===== src/rtl/pa_ramp_pkg.sv =====
package pa_ramp_pkg;
   typedef enum logic [2:0] {
      ST_IDLE  = 3'd0,
      ST_DELAY = 3'd1,
      ST_UP    = 3'd2,
      ST_HOLD  = 3'd3,
      ST_DOWN  = 3'd4
   } ramp_state_e;
endpackage


===== src/rtl/pa_ramp_table.sv =====
module pa_ramp_table #(
   parameter int ADDR_W = 6,
   parameter int WORD_W = 10
) (
   input  logic              clk,
   input  logic              we,
   input  logic [ADDR_W-1:0] waddr,
   input  logic [WORD_W-1:0] wdata,
   input  logic [ADDR_W-1:0] raddr,
   output logic [WORD_W-1:0] rdata
);
   localparam int DEPTH = 1 << ADDR_W;

   logic [WORD_W-1:0] mem [DEPTH];

   always_ff @(posedge clk) begin
      if (we) mem[waddr] <= wdata;
   end

   assign rdata = mem[raddr];
endmodule


===== src/rtl/pa_ramp_fsm.sv =====
module pa_ramp_fsm
   import pa_ramp_pkg::*;
#(
   parameter int ADDR_W = 6,
   parameter int DLY_W  = 4
) (
   input  logic              clk,
   input  logic              rst_n,
   input  logic              tick_4m,
   input  logic              qbit_stb,
   input  logic              burst_en,
   input  logic              slow_rate,
   input  logic [DLY_W-1:0]  dly_qbits,
   output ramp_state_e       st,
   output logic [ADDR_W-1:0] addr,
   output logic              step_en,
   output logic              burst_rise
);
   localparam logic [ADDR_W-1:0] ADDR_LAST = {ADDR_W{1'b1}};
   localparam logic [ADDR_W-1:0] ADDR_PEAK = ADDR_LAST - 1'b1;
   localparam logic [ADDR_W-1:0] ADDR_LOW  = {{(ADDR_W-1){1'b0}}, 1'b1};

   logic             burst_q;
   logic             phase;
   logic             ramping;
   logic [DLY_W-1:0] dly_cnt;

   assign ramping    = (st == ST_UP) || (st == ST_DOWN);
   assign burst_rise = burst_en & ~burst_q;
   assign step_en    = ramping & tick_4m & (~slow_rate | phase);

   always_ff @(posedge clk or negedge rst_n) begin
      if (!rst_n) begin
         st      <= ST_IDLE;
         addr    <= '0;
         dly_cnt <= '0;
         phase   <= 1'b0;
         burst_q <= 1'b0;
      end else begin
         burst_q <= burst_en;
         if (!ramping)     phase <= 1'b0;
         else if (tick_4m) phase <= slow_rate ? ~phase : 1'b0;
         unique case (st)
            ST_IDLE: begin
               if (burst_rise) begin
                  addr <= '0;
                  if (dly_qbits == '0) st <= ST_UP;
                  else begin
                     st      <= ST_DELAY;
                     dly_cnt <= dly_qbits;
                  end
               end
            end
            ST_DELAY: begin
               if (!burst_en) st <= ST_IDLE;
               else if (qbit_stb) begin
                  dly_cnt <= dly_cnt - 1'b1;
                  if (dly_cnt == {{(DLY_W-1){1'b0}}, 1'b1}) begin
                     st   <= ST_UP;
                     addr <= '0;
                  end
               end
            end
            ST_UP: begin
               if (!burst_en) begin
                  st    <= ST_DOWN;
                  addr  <= ADDR_LAST;
                  phase <= 1'b0;
               end else if (step_en) begin
                  if (addr == ADDR_PEAK) st <= ST_HOLD;
                  else addr <= addr + 1'b1;
               end
            end
            ST_HOLD: begin
               if (!burst_en) begin
                  st    <= ST_DOWN;
                  addr  <= ADDR_LAST;
                  phase <= 1'b0;
               end
            end
            ST_DOWN: begin
               if (step_en) begin
                  if (addr == ADDR_LOW) begin
                     st   <= ST_IDLE;
                     addr <= '0;
                  end else addr <= addr - 1'b1;
               end
            end
            default: st <= ST_IDLE;
         endcase
      end
   end
endmodule


===== src/rtl/pa_ramp_calc.sv =====
module pa_ramp_calc #(
   parameter int SHAPE_W = 5,
   parameter int LEVEL_W = 8,
   parameter int OFFS_W  = 8,
   parameter int OUT_W   = 16,
   parameter bit REG_OUT = 1'b1
) (
   input  logic               clk,
   input  logic               rst_n,
   input  logic               active,
   input  logic               pwr_down,
   input  logic               offs_mode,
   input  logic [SHAPE_W-1:0] shape,
   input  logic [LEVEL_W-1:0] level,
   input  logic [OFFS_W-1:0]  offset,
   output logic [OUT_W-1:0]   code
);
   logic [OUT_W-1:0] sh_x, lv_x, of_x, nxt;

   assign sh_x = OUT_W'(shape);
   assign lv_x = OUT_W'(level);
   assign of_x = OUT_W'(offset);

   always_comb begin
      if (!active || pwr_down || (level == '0)) nxt = '0;
      else if (offs_mode)                       nxt = sh_x * lv_x + of_x;
      else                                      nxt = sh_x * (lv_x + of_x);
   end

   if (REG_OUT) begin : g_reg
      logic [OUT_W-1:0] code_q;
      always_ff @(posedge clk or negedge rst_n) begin
         if (!rst_n) code_q <= '0;
         else        code_q <= nxt;
      end
      assign code = code_q;
   end else begin : g_comb
      assign code = nxt;
   end
endmodule


===== src/rtl/pa_ramp_seq.sv =====
module pa_ramp_seq
   import pa_ramp_pkg::*;
#(
   parameter int ADDR_W  = 6,
   parameter int SHAPE_W = 5,
   parameter int LEVEL_W = 8,
   parameter int OFFS_W  = 8,
   parameter int DLY_W   = 4,
   parameter int OUT_W   = 16
) (
   input  logic                    clk,
   input  logic                    rst_n,
   input  logic                    tick_4m,
   input  logic                    qbit_stb,
   input  logic                    burst_en,
   input  logic                    pwr_down,
   input  logic                    slow_rate,
   input  logic                    offs_mode,
   input  logic [LEVEL_W-1:0]      level,
   input  logic [OFFS_W-1:0]       offset,
   input  logic [DLY_W-1:0]        dly_qbits,
   input  logic                    tbl_we,
   input  logic [ADDR_W-1:0]       tbl_waddr,
   input  logic [2*SHAPE_W-1:0]    tbl_wdata,
   output logic [OUT_W-1:0]        ctrl_out
);
   localparam int WORD_W = 2 * SHAPE_W;

   if (OUT_W < SHAPE_W + LEVEL_W + 1) begin : g_bad_out
      $error("OUT_W too narrow for the widest product");
   end
   if (OFFS_W > LEVEL_W) begin : g_bad_offs
      $error("OFFS_W must not exceed LEVEL_W");
   end
   if (ADDR_W < 2) begin : g_bad_addr
      $error("ADDR_W must be at least 2");
   end

   ramp_state_e        st;
   logic [ADDR_W-1:0]  addr;
   logic               step_en;
   logic               burst_rise;
   logic [WORD_W-1:0]  word;
   logic [SHAPE_W-1:0] shape;
   logic               active;

   pa_ramp_table #(.ADDR_W(ADDR_W), .WORD_W(WORD_W)) u_table (
      .clk   (clk),
      .we    (tbl_we),
      .waddr (tbl_waddr),
      .wdata (tbl_wdata),
      .raddr (addr),
      .rdata (word)
   );

   pa_ramp_fsm #(.ADDR_W(ADDR_W), .DLY_W(DLY_W)) u_fsm (
      .clk        (clk),
      .rst_n      (rst_n),
      .tick_4m    (tick_4m),
      .qbit_stb   (qbit_stb),
      .burst_en   (burst_en),
      .slow_rate  (slow_rate),
      .dly_qbits  (dly_qbits),
      .st         (st),
      .addr       (addr),
      .step_en    (step_en),
      .burst_rise (burst_rise)
   );

   assign active = (st == ST_UP) || (st == ST_HOLD) || (st == ST_DOWN);
   assign shape  = (st == ST_DOWN) ? word[WORD_W-1:SHAPE_W] : word[SHAPE_W-1:0];

   pa_ramp_calc #(
      .SHAPE_W (SHAPE_W),
      .LEVEL_W (LEVEL_W),
      .OFFS_W  (OFFS_W),
      .OUT_W   (OUT_W),
      .REG_OUT (1'b1)
   ) u_calc (
      .clk       (clk),
      .rst_n     (rst_n),
      .active    (active),
      .pwr_down  (pwr_down),
      .offs_mode (offs_mode),
      .shape     (shape),
      .level     (level),
      .offset    (offset),
      .code      (ctrl_out)
   );
endmodule


===== config.mk =====
export PLATFORM = sky130hd
export DESIGN_NAME = pa_ramp_seq
export DESIGN_NICKNAME = d
export VERILOG_FILES = /design/src/rtl/pa_ramp_pkg.sv /design/src/rtl/pa_ramp_table.sv /design/src/rtl/pa_ramp_fsm.sv /design/src/rtl/pa_ramp_calc.sv /design/src/rtl/pa_ramp_seq.sv
export SDC_FILE = /design/constraint.sdc
export NUM_CORES = 1
export LEC_CHECK = 0
export ABC_AREA = 1
export CELL_PAD_IN_SITES_DETAIL_PLACEMENT = 1
export CELL_PAD_IN_SITES_GLOBAL_PLACEMENT = 2
export CORE_ASPECT_RATIO = 0.5
export CORE_MARGIN = 3
export CORE_UTILIZATION = 45
export DETAILED_ROUTE_END_ITERATION = 6
export PLACE_DENSITY = 0.81
export SETUP_SLACK_MARGIN = 0.02
export SLEW_MARGIN = 20
export SYNTH_ARGS = -nofsm -noshare
export SYNTH_HDL_FRONTEND = slang
export SYNTH_SLANG_ARGS = --single-unit
export TNS_END_PERCENT = 5

===== constraint.sdc =====
create_clock -name clk -period 13.45 [get_ports clk]
set_input_delay 4.035 -clock clk [delete_from_list [all_inputs] [get_ports clk]]
set_output_delay 4.035 -clock clk [all_outputs]
set_load 0.02 [all_outputs]

==> summary.md <==
| Metric | Value |
|---|---|
| Clk_lat worst skew | 0.67 ns |
| Critical Path RT | between 10 and 15 ns |
| Layout cells sized above 1 | 5.83% |
| Post-Synth XOR/XNOR Area | 0.617% |
| Synth warn | 0 |
| Max Cap Viol | 0 |
| Reg2Reg Setup Slack | 5.48 ns |
| Hold Crit Class | register to register |
| Initial Util | 46.1% |
| Placeable Area | between 0.06 and 0.07 mm^2 |
| DP HPWL | 57.2 mm |
| Number of synthesized flops with an enable pin | 640 |
| Setup TNS | 0 ns |
| Final WL | 92.9 mm |
| CTS tree | done |
| Fraction of the mapped netlist area in simple logic gates | 17.7% |
| Slew Limit Fails | 0 |
| Worst Max-Slew Pin Slew | 1.16 ns |
| Clk sink count | 670 |
| Antenna Diode Count | 0 |
| RSZ-0062 raised after global routing | no |
| Gpl congestion | roughly 0.84 |
| Die Ht | slightly below 200 um |
| Synth top area share | between 60% and 70% |
| Post-synthesis compound-gate area fraction | 7.98% |
| Max Buffers Root-to-Sink | 3 |
| Root Driver | clkbuf_16 |
| Fmax | 114 MHz |
| Depth of the CTS H-tree | 2 |
| Async set-reset flop share out of synthesis | 4.48% |
| Row count | 67 |
| Mapped Avg Cell Area | 10.5 um^2 |
| Finished Cell Area | about 0.034 mm^2 |
| Synth area leaders | edfxtp_1, nor2_1, nand2_1 |
| Worst setup path class | input port to register |
| Post-synthesis sequential area ratio | 63.9% |
| Crit path time final | about 8.7 ns |
| Grt total ovfl | 0 |
| Finish-stage setup viols | 0 |
| Syn_nets | 3132 |
| Synth area leader | edfxtp_1 |
| Yosys reg bits | 670 |
| Routed wire per std cell | approximately 24 um |
| Synth top cells by count | nor2_1, edfxtp_1, nand2_1 |
| Post-layout instance count excluding filler cells | 3951 |
| Post-Place Cell Area | 0.0325 mm^2 |
| Startpoint Class | input port |
| Main synth FF type | edfxtp_1 |
| Final Hold Viols | 0 |
| Via count | roughly 22000 |
| Unique masters post-synth | 45 |
| Syn-to-layout area delta | 10.4% |
| I/O Buffers | 59 |
| Initial antenna violation count | 1 |
| Synth Area in Adders | under 10% |
| Post-DRT Antenna Nets | 0 |
| GRT Util Overall | 25.6% |
| Postcts setup bufs | 0 |
| Slew headroom | 22.6% |
| Clock-pin slew on the worst setup and hold paths | 0.07 ns |
| CTS Buf Count | 60 |
| Crit path DAT | 9.30 ns |
| Crit path max fanout | 4 |
| Residual DRC | 0 |
| Combinational family with the most area after synthesis | simple AND/OR/NAND/NOR gates |
| Die Area | 0.0728 mm^2 |
| Vias per inst | roughly 5.6 |
| Placed Cells | 3845 |
| PostCTS Resize Cnt | 0 |
| Synthesized cell area | around 0.031 mm^2 |
| Mux share of post-synthesis cell area | 0% |
| Final worst-path cycle share | approximately two thirds |
| Die width | 379 um |
| Critical Path End Type | register |
| Vias in the first global route | around 22000 |
| Hold-fix buffers at CTS | 0 |
| First-pass GRT wire length | 140 mm |
| First-pass DRT Iterations | 5 |
| Most common cell in the netlist | nor2_1 |
| DRT iter0 DRCs | slightly above 2000 |
| Final Net Count | 3164 |
| Outcome | complete, no violations |
| Final hold slack | 0.587 ns |
| # IOs | 61 |
| Largest net degree at the start of global routing | 141 |
| Post-Syn Instances | 2978 |
| Clock Skew | 0.0285 ns |
## layout by cell type, fill, tap and decap left out, types with 4 or more instances in the layout
master           count
clkinv_1            11
nor2_1             687
o211ai_1             4
nor2_2              19
dfrtp_1             28
a31oi_1              4
nand2_1            527
xnor2_1              8
clkinv_2             8
o21ai_1             85
o22ai_1             39
ha_1                68
xor2_1              14
clkbuf_16           61
a211oi_1             4
o21bai_1             5
nand4_1             16
bufinv_16            5
buf_2               11
inv_1              171
clkdlybuf4s50_1     48
fa_1                41
buf_4               42
o21ai_0            286
a21oi_1             41
nand3_1            109
clkbuf_1            13
nand3_2              5
nor3_1              15
edfxtp_1           640
## through the flow
step	util [%]	worst slack, ns
after floorplan	-	5.17
after global placement	48.0	4.15
after detailed placement	48.0	4.10
after CTS	50.8	4.74
after global routing	50.9	4.33
final	50.9	4.71
## worst max-delay path: stages
cell and delay (ns):
clkdlybuf4s50_1 0.53, ha_1 0.20, inv_1 0.06, fa_1 0.41, o21ai_0 0.33, a21oi_1 0.11
o21bai_1 0.20, xor2_1 0.37, nand3_1 0.17, fa_1 0.58, inv_1 0.05, fa_1 0.50
fa_1 0.42, ha_1 0.35, nand2_1 0.08, or2_2 0.30, nand3_1 0.14, a21o_1 0.15
xor2_1 0.15, nor2_1 0.05, a21oi_1 0.12
## cell families after synthesis
logic type | Yosys count
and+or+nand+nor | 1394
DFF | 670
AOI/OAI and AO/OA | 476
buffers and inverters | 306
adders and majority gates | 109
xor gates and xnor gates | 22
other | 1
## layout make-up
cell class,instances,area [um^2]
flip-flops and latches,670,20000
clock inverters,32,343
well taps,897,1120
inverters,175,667
repair buffers,101,851
fillers,7303,33300
multi-input cells,2002,9960
clock buffers,74,1580
## path summary, 6_finish.rpt
path,startpoint,end,cells after the start
worst min-delay path,u_fsm.dly_cnt[1]$_DFFE_PN0P_,u_fsm.dly_cnt[1]$_DFFE_PN0P_,2
worst min register to register,u_fsm.dly_cnt[1]$_DFFE_PN0P_,u_fsm.dly_cnt[1]$_DFFE_PN0P_,2
worst max register to register,u_fsm.addr[1]$_DFFE_PN0P_,u_calc.code[12]$_DFF_PN0_,35
worst max-delay path,level[0],u_calc.code[11]$_DFF_PN0_,21
min in group asynchronous,rst_n,u_calc.code[5]$_DFF_PN0_,1
max in group asynchronous,rst_n,u_fsm.addr[1]$_DFFE_PN0P_,1
## layer usage
| metal | track usage [%] | share of wire, % |
|---|---|---|
| met3 | 3.54 | 6.1 |
| met4 | 4.51 | 1.4 |
| met2 | 41.4 | 46 |
| met5 | 0 | 0 |
| met1 | 37.6 | 46 |
## state kept, by name, indices dropped and copies added (netlist names)
signal,count
u_fsm.dly_cnt,4
u_fsm.st,3
u_fsm.addr,6
u_table.mem,640
u_fsm.burst_q,1
u_fsm.phase,1
u_calc.code,15
Power is left out: the tool's default activity adds up to more than one toggle a clock period on the data nets, which glitch-free logic cannot reach.
